--- src/rtl/seg_xlate_pkg.sv ---
// Package: shared fault encoding for the segmented translation unit.
// Assumes: the encoding below is visible at the top-level port resp_fault.
package seg_xlate_pkg;

    typedef enum logic [1:0] {
        FLT_NONE   = 2'b00,
        FLT_BOUND  = 2'b01,
        FLT_PROT   = 2'b10,
        FLT_ABSENT = 2'b11
    } seg_fault_e;

endpackage

--- src/rtl/seg_desc_table.sv ---
// Module: seg_desc_table
// Holds SEG_COUNT segment descriptors: base, limit, writable flag, present flag.
// It computes each entry's next state from the already-gated write and flush
// strobes. The lookup port reads that next state, so a lookup in the same cycle
// as an update sees the new contents.
// Assumes: wr_en and flush_en are already qualified by privilege.
// If both are set, the write to wr_idx overrides the flush for that entry.
module seg_desc_table #(
    parameter int SEG_COUNT = 8,
    parameter int SEG_W     = 3,
    parameter int PA_W      = 32,
    parameter int LIM_W     = 21
) (
    input  logic             clk,
    input  logic             rst_n,
    input  logic             wr_en,
    input  logic             flush_en,
    input  logic [SEG_W-1:0] wr_idx,
    input  logic [PA_W-1:0]  wr_base,
    input  logic [LIM_W-1:0] wr_limit,
    input  logic             wr_writable,
    input  logic             wr_present,
    input  logic [SEG_W-1:0] rd_idx,
    output logic [PA_W-1:0]  rd_base,
    output logic [LIM_W-1:0] rd_limit,
    output logic             rd_writable,
    output logic             rd_present
);

    logic [PA_W-1:0]  nxt_base     [SEG_COUNT];
    logic [LIM_W-1:0] nxt_limit    [SEG_COUNT];
    logic             nxt_writable [SEG_COUNT];
    logic             nxt_present  [SEG_COUNT];

    for (genvar g = 0; g < SEG_COUNT; g++) begin : g_entry
        logic [PA_W-1:0]  base_r;
        logic [LIM_W-1:0] limit_r;
        logic             writable_r;
        logic             present_r;
        logic             hit;

        assign hit = wr_en && (wr_idx == SEG_W'(g));

        // Next-state of this entry: write overrides flush, flush clears presence.
        assign nxt_base[g]     = hit ? wr_base     : base_r;
        assign nxt_limit[g]    = hit ? wr_limit    : limit_r;
        assign nxt_writable[g] = hit ? wr_writable : writable_r;
        assign nxt_present[g]  = hit ? wr_present  : (flush_en ? 1'b0 : present_r);

        // Store the entry; reset marks it absent with cleared fields.
        always_ff @(posedge clk) begin
            if (!rst_n) begin
                base_r     <= '0;
                limit_r    <= '0;
                writable_r <= 1'b0;
                present_r  <= 1'b0;
            end else begin
                base_r     <= nxt_base[g];
                limit_r    <= nxt_limit[g];
                writable_r <= nxt_writable[g];
                present_r  <= nxt_present[g];
            end
        end
    end

    // Write-first lookup of the selected entry.
    always_comb begin
        rd_base     = nxt_base[rd_idx];
        rd_limit    = nxt_limit[rd_idx];
        rd_writable = nxt_writable[rd_idx];
        rd_present  = nxt_present[rd_idx];
    end

endmodule

--- src/rtl/seg_fault_check.sv ---
// Module: seg_fault_check
// Combinational check of one access against one descriptor.
// Fault priority: absent, then bound, then protection.
// It produces base + offset only when there is no fault, and zero otherwise.
// Assumes: LIM_W = OFS_W + 1, so a limit can cover the full offset range.
module seg_fault_check
    import seg_xlate_pkg::*;
#(
    parameter int OFS_W = 20,
    parameter int PA_W  = 32,
    parameter int LIM_W = 21
) (
    input  logic [OFS_W-1:0] offset,
    input  logic             is_write,
    input  logic [PA_W-1:0]  base,
    input  logic [LIM_W-1:0] limit,
    input  logic             writable,
    input  logic             present,
    output seg_fault_e       fault,
    output logic [PA_W-1:0]  pa
);

    logic [LIM_W-1:0] ofs_ext;
    assign ofs_ext = LIM_W'(offset);

    // Pick the highest-priority violation.
    always_comb begin
        if (!present)              fault = FLT_ABSENT;
        else if (ofs_ext >= limit) fault = FLT_BOUND;
        else if (is_write && !writable) fault = FLT_PROT;
        else                       fault = FLT_NONE;
    end

    // Relocate the offset; withhold the address on any fault.
    always_comb begin
        pa = (fault == FLT_NONE) ? (base + PA_W'(offset)) : '0;
    end

endmodule

--- src/rtl/seg_xlate_unit.sv ---
// Module: seg_xlate_unit (top)
// Translates {segment, offset} virtual addresses through a descriptor table.
// It registers the result one cycle later. It gates table updates with the
// kernel qualifier and pulses cfg_denied for each user-mode attempt.
// Assumes: synchronous active-low reset; at most one request per cycle.
module seg_xlate_unit
    import seg_xlate_pkg::*;
#(
    parameter int SEG_COUNT = 8,
    parameter int OFS_W     = 20,
    parameter int PA_W      = 32,
    localparam int SEG_W    = $clog2(SEG_COUNT),
    localparam int VA_W     = SEG_W + OFS_W,
    localparam int LIM_W    = OFS_W + 1
) (
    input  logic             clk,
    input  logic             rst_n,
    input  logic             req_valid,
    input  logic [VA_W-1:0]  req_va,
    input  logic             req_write,
    input  logic             cfg_we,
    input  logic             cfg_flush,
    input  logic             cfg_kernel,
    input  logic [SEG_W-1:0] cfg_idx,
    input  logic [PA_W-1:0]  cfg_base,
    input  logic [LIM_W-1:0] cfg_limit,
    input  logic             cfg_writable,
    input  logic             cfg_present,
    output logic             resp_valid,
    output logic [PA_W-1:0]  resp_pa,
    output logic [1:0]       resp_fault,
    output logic             cfg_denied
);

    logic             wr_go;
    logic             flush_go;
    logic             deny_d;
    logic [SEG_W-1:0] seg_sel;
    logic [OFS_W-1:0] seg_ofs;
    logic [PA_W-1:0]  d_base;
    logic [LIM_W-1:0] d_limit;
    logic             d_writable;
    logic             d_present;
    seg_fault_e       chk_fault;
    logic [PA_W-1:0]  chk_pa;

    // Privilege gate on the configuration port.
    always_comb begin
        wr_go    = cfg_we && cfg_kernel;
        flush_go = cfg_flush && cfg_kernel;
        deny_d   = (cfg_we || cfg_flush) && !cfg_kernel;
    end

    // Split the virtual address into segment number and offset.
    assign seg_sel = req_va[VA_W-1:OFS_W];
    assign seg_ofs = req_va[OFS_W-1:0];

    seg_desc_table #(
        .SEG_COUNT (SEG_COUNT),
        .SEG_W     (SEG_W),
        .PA_W      (PA_W),
        .LIM_W     (LIM_W)
    ) u_table (
        .clk         (clk),
        .rst_n       (rst_n),
        .wr_en       (wr_go),
        .flush_en    (flush_go),
        .wr_idx      (cfg_idx),
        .wr_base     (cfg_base),
        .wr_limit    (cfg_limit),
        .wr_writable (cfg_writable),
        .wr_present  (cfg_present),
        .rd_idx      (seg_sel),
        .rd_base     (d_base),
        .rd_limit    (d_limit),
        .rd_writable (d_writable),
        .rd_present  (d_present)
    );

    seg_fault_check #(
        .OFS_W (OFS_W),
        .PA_W  (PA_W),
        .LIM_W (LIM_W)
    ) u_check (
        .offset   (seg_ofs),
        .is_write (req_write),
        .base     (d_base),
        .limit    (d_limit),
        .writable (d_writable),
        .present  (d_present),
        .fault    (chk_fault),
        .pa       (chk_pa)
    );

    // Response register: result one cycle after the request, zero when idle.
    always_ff @(posedge clk) begin
        if (!rst_n) begin
            resp_valid <= 1'b0;
            resp_pa    <= '0;
            resp_fault <= 2'b00;
            cfg_denied <= 1'b0;
        end else begin
            resp_valid <= req_valid;
            resp_pa    <= req_valid ? chk_pa : '0;
            resp_fault <= req_valid ? chk_fault : FLT_NONE;
            cfg_denied <= deny_d;
        end
    end

endmodule

--- config.mk ---
export PLATFORM = sky130hd
export DESIGN_NAME = seg_xlate_unit
export DESIGN_NICKNAME = d
export VERILOG_FILES = /design/src/rtl/seg_xlate_pkg.sv /design/src/rtl/seg_desc_table.sv /design/src/rtl/seg_fault_check.sv /design/src/rtl/seg_xlate_unit.sv
export SDC_FILE = /design/constraint.sdc
export NUM_CORES = 1
export LEC_CHECK = 0
export BUFFER_PORTS_ARGS = -buffer_cell sky130_fd_sc_hd__clkbuf_2
export CAP_MARGIN = 5
export CORE_ASPECT_RATIO = 0.75
export CORE_MARGIN = 1
export CORE_UTILIZATION = 40
export CTS_CLUSTER_DIAMETER = 200
export CTS_CLUSTER_SIZE = 20
export DETAILED_ROUTE_END_ITERATION = 16
export SLEW_MARGIN = 5
export SYNTH_ARGS = -nofsm -noshare
export SYNTH_HDL_FRONTEND = slang
export SYNTH_SLANG_ARGS = --single-unit
--- constraint.sdc ---
create_clock -name clk -period 4.95 [get_ports clk]
set_input_delay 0.495 -clock clk [delete_from_list [all_inputs] [get_ports clk]]
set_output_delay 0.495 -clock clk [all_outputs]
set_load 0.01 [all_outputs]
==> impl_table.tex <==
\begin{tabular}{lr}
\hline
Metric & Value \\
\hline
\multicolumn{2}{l}{\textbf{Global routing}} \\
Met3 capacity usage during global routing & 0.0277 \\
Global route hottest layer & met2 \\
GR met1 Demand/Resource & 0.289 \\
Number of antenna violations at the first check in global routing & 6 \\
Wire length of the first global-routing pass & 92,300 um \\
Vias in the first global route & 15,392 \\
Pin count of the biggest net entering global routing & 293 \\
Global-route usage over all layers & 0.204 \\
Global route overflow & 0 \\
GRT met2 Usage & 0.325 \\
\multicolumn{2}{l}{\textbf{Power and ir drop}} \\
Worst IR drop on VDD & 0.266 mV \\
Total power per unit cell area & 274 nW/um\^{}2 \\
Internal Pwr Total & 5.22 mW \\
Power share of the sequential group & 0.562 \\
Fraction of power consumed by the clock network & 0.330 \\
Switching power as a share of total power & 0.245 \\
Combinational share of power & 0.108 \\
Net switching component of the power & 1.70 mW \\
Static Leak & 10.9 nW \\
Power consumption & 6.92 mW \\
\multicolumn{2}{l}{\textbf{Synthesis}} \\
Syn. warnings & 0 \\
Netlist cell types & 66 \\
Main combinational cell family by area after synthesis & multiplexers \\
Part of the Yosys area used for sequential elements & 0.416 \\
Summed instance area of the synthesized netlist & 22,900 um\^{}2 \\
Async set or reset register ratio after synthesis & 0 \\
Share of the synthesized area in the top cell type & 0.416 \\
Area fraction in compound gates after synthesis & 0.0405 \\
Post-synthesis mux area share & 0.309 \\
Syn avg cell area & 10.9 um\^{}2 \\
Synth Area in Simple Gates & 0.167 \\
Synth Area in XOR/XNOR & 0.00497 \\
Number of enable-type register cells in the synthesized netlist & 0 \\
Most common cell in the netlist & sky130\_fd\_sc\_hd\_\_dfxtp\_1 \\
Synth top area cells & sky130\_fd\_sc\_hd\_\_dfxtp\_1, sky130\_fd\_sc\_hd\_\_mux2i\_1, sky130\_fd\_sc\_hd\_\_nor2b\_1 \\
Leading area contributor after synthesis & sky130\_fd\_sc\_hd\_\_dfxtp\_1 \\
Total of flip-flops plus latches after synthesis & 476 \\
Post-Synth Adder-Cell Area & 0.0227 \\
Top\_reg\_cell synth & sky130\_fd\_sc\_hd\_\_dfxtp\_1 \\
Post-synth top cells & sky130\_fd\_sc\_hd\_\_dfxtp\_1, sky130\_fd\_sc\_hd\_\_mux2i\_1, sky130\_fd\_sc\_hd\_\_nor2b\_1, sky130\_fd\_sc\_hd\_\_clkbuf\_1, sky130\_fd\_sc\_hd\_\_nand2\_1 \\
Syn Inst Count & 2,095 \\
Post-Syn Nets & 2,224 \\
\multicolumn{2}{l}{\textbf{Die}} \\
Std cell rows & 75 \\
Die Height & 209 um \\
Starting utilization of the core area & 0.407 \\
Floorplan die width & 278 um \\
Die ar. & 58,200 um\^{}2 \\
Num ports & 124 \\
Core outline area & 56,200 um\^{}2 \\
\multicolumn{2}{l}{\textbf{Place}} \\
Post-detail-place hpwl & 40,600 um \\
Pre-CTS worst setup slack & -0.0415 ns \\
Placer congestion estimate & 0.854 \\
Total placed cells including tap cells & 2,861 \\
Count of buffers from port buffering & 123 \\
\multicolumn{2}{l}{\textbf{Min path}} \\
Hold/Removal Path Class & in -> reg \\
\multicolumn{2}{l}{\textbf{STA}} \\
Slack of the critical path & 0.521 ns \\
Part of the cycle the worst path needs & 0.895 \\
Max\_slew headroom & 0.00774 \\
Final Skew & 0.0175 ns \\
Sum of negative setup slack & 0 ns \\
Setup repair after global routing missed its margin & false \\
Final critical path time including I/O delays and setup & 4.43 ns \\
Worst Max-Slew Pin Slew & 1.49 ns \\
Final number of max-transition violations & 0 \\
Worst hold slack & 0.178 ns \\
Achievable clock frequency & 226 MHz \\
Number of hold violations in the final report & 0 \\
Setup-failing EPs final & 0 \\
\multicolumn{2}{l}{\textbf{Drt}} \\
Antenna Violating Nets Remaining & 0 \\
Total DRC errors in the routed layout & 0 \\
Initial detailed-routing violation count & 1,047 \\
Routed via count & 15,388 \\
Drt via density & 5.32 \\
Total Wirelength & 59,500 um \\
Avg WL per Cell & 20.6 um \\
Pre-antenna DRT Iters & 5 \\
\multicolumn{2}{l}{\textbf{Final layout}} \\
Signed area change from the synthesized netlist to the final layout & 10.4\% \\
Number of nets in the layout & 2,288 \\
Count of non-filler cells in the finished layout & 2,891 \\
Fraction of final layout cells sized beyond drive strength 1 & 0.181 \\
\multicolumn{2}{l}{\textbf{Worst setup path}} \\
Worst Path Arrival & 4.93 ns \\
CP required & 5.45 ns \\
Critical path endpoint category & flop \\
Type of the worst setup path & in -> reg \\
R2R Setup Slk & 1.19 ns \\
Worst Setup Start Kind & input port \\
Peak fanout along the critical path & 15 \\
\multicolumn{2}{l}{\textbf{Clock network}} \\
Resized cells post-CTS & 0 \\
Clock transition at path regs & 0.08 ns \\
CTS tree & built \\
CTS Root Buffer Type & sky130\_fd\_sc\_hd\_\_clkbuf\_16 \\
CTS buffer count & 27 \\
Setup Fix Bufs, Post-CTS & 0 \\
CTS max path bufs & 3 \\
CTS sink cnt & 476 \\
Clk\_lat worst skew & 0.58 ns \\
Number of buffers inserted by hold repair at cts & 0 \\
H-tree depth & 1 \\
\multicolumn{2}{l}{\textbf{Job}} \\
Reported max-cap violation count & 0 \\
\multicolumn{2}{l}{\textbf{Status}} \\
Status & finished, final reports clean \\
\hline
\end{tabular}
-- sequential cells by signal, indices dropped and copies added, names as in the netlist --
name,flops
u_table.g_entry.present_r,8
resp_valid,1
u_table.g_entry.limit_r,168
resp_fault,2
resp_pa,32
cfg_denied,1
u_table.g_entry.base_r,256
u_table.g_entry.writable_r,8
-- stage by stage --
step | cell area [um^2] | util
after floorplan | 22900 | -
after global placement | 24600 | 0.437
after detailed placement | 24600 | 0.437
after CTS | 25300 | 0.449
after global routing | 25300 | 0.449
final | 25300 | 0.450
-- power groups by stage --
stage	Sequential, mW	Combinational, mW	Clock [mW]
floorplan	3.97	0.506	0
global placement	3.97	0.734	0
detailed placement	3.98	0.742	0
CTS	3.89	0.745	2.36
global route	3.89	0.802	2.50
finish	3.89	0.745	2.28
-- path summary, 6_finish.rpt --
check,start,cells past startpoint,end
setup / recovery,cfg_idx[2],17,resp_pa[30]
hold reg to reg,u_table.g_entry[7].base_r[25],2,u_table.g_entry[7].base_r[25]
hold / removal,req_valid,3,resp_valid
setup reg to reg,u_table.g_entry[7].base_r[0],14,resp_pa[30]
-- cell families after synthesis --
| group | Yosys count |
|---|---|
| xor+xnor | 13 |
| simple gates | 655 |
| mux | 569 |
| flops | 476 |
| buf+inv | 206 |
| compound gates | 135 |
| fa+ha+maj | 41 |
-- worst max-delay path, stage by stage --
cell,delay [ns]
sky130_fd_sc_hd__clkbuf_2,0.09
sky130_fd_sc_hd__and3b_1,0.52
sky130_fd_sc_hd__nand2_4,0.34
sky130_fd_sc_hd__mux2i_1,0.22
sky130_fd_sc_hd__mux4_2,0.47
sky130_fd_sc_hd__mux2i_1,0.18
sky130_fd_sc_hd__ha_1,0.24
sky130_fd_sc_hd__inv_1,0.07
sky130_fd_sc_hd__fa_1,0.42
sky130_fd_sc_hd__nor2b_1,0.17
sky130_fd_sc_hd__o21ai_0,0.10
sky130_fd_sc_hd__nand2b_1,0.14
sky130_fd_sc_hd__a21oi_1,0.15
sky130_fd_sc_hd__a211oi_2,0.33
sky130_fd_sc_hd__o211ai_2,0.25
sky130_fd_sc_hd__or4_1,0.56
sky130_fd_sc_hd__a21oi_1,0.16
-- routing by layer --
layer | vias to the layer above | wire [um] | part of all wire
li1 | 7372 | - | -
met1 | 7650 | 28800 | 0.48
met2 | 279 | 26800 | 0.45
met3 | 83 | 2340 | 0.039
met4 | 4 | 1560 | 0.026
met5 | - | 27 | 0.00045
-- cell type report --
class,instances,area [um^2]
Multi-Input combinational cell,1413,12500
Antenna cell,2,5.00
Tap cell,731,915
Clock buffer,27,676
Timing Repair Buffer,227,1590
Fill cell,5264,30900
Clock inverter,1,30.0
Sequential cell,476,9530
Inverter,14,53.8
-- layout by cell type (no fill, tap or decap), types with 5 or more instances in the layout --
cell type | netlist | final
sky130_fd_sc_hd__buf_4 | 6 | 91
sky130_fd_sc_hd__o21ai_0 | 20 | 20
sky130_fd_sc_hd__o21a_1 | 8 | 8
sky130_fd_sc_hd__a211oi_1 | 6 | 5
sky130_fd_sc_hd__o211ai_1 | 8 | 8
sky130_fd_sc_hd__xnor2_1 | 8 | 8
sky130_fd_sc_hd__a21o_1 | 12 | 12
sky130_fd_sc_hd__nand4_1 | 7 | 7
sky130_fd_sc_hd__nand3_1 | 14 | 14
sky130_fd_sc_hd__and2_1 | 5 | 5
sky130_fd_sc_hd__nor3b_1 | 5 | 5
sky130_fd_sc_hd__dfxtp_1 | 476 | 476
sky130_fd_sc_hd__nor3_1 | 21 | 20
sky130_fd_sc_hd__ha_1 | 40 | 40
sky130_fd_sc_hd__nand2_1 | 110 | 110
sky130_fd_sc_hd__nor2b_1 | 431 | 431
sky130_fd_sc_hd__mux2_2 | 7 | 7
sky130_fd_sc_hd__mux4_2 | 105 | 105
sky130_fd_sc_hd__a21boi_0 | 22 | 22
sky130_fd_sc_hd__nor2_1 | 30 | 30
sky130_fd_sc_hd__xor2_1 | 5 | 5
sky130_fd_sc_hd__clkbuf_16 | 0 | 27
sky130_fd_sc_hd__nand2b_1 | 6 | 6
sky130_fd_sc_hd__buf_12 | 2 | 14
sky130_fd_sc_hd__inv_1 | 14 | 13
sky130_fd_sc_hd__clkbuf_2 | 0 | 120
sky130_fd_sc_hd__mux2i_1 | 451 | 451
sky130_fd_sc_hd__a21oi_1 | 27 | 27
Power figures use the tool's default switching activity.
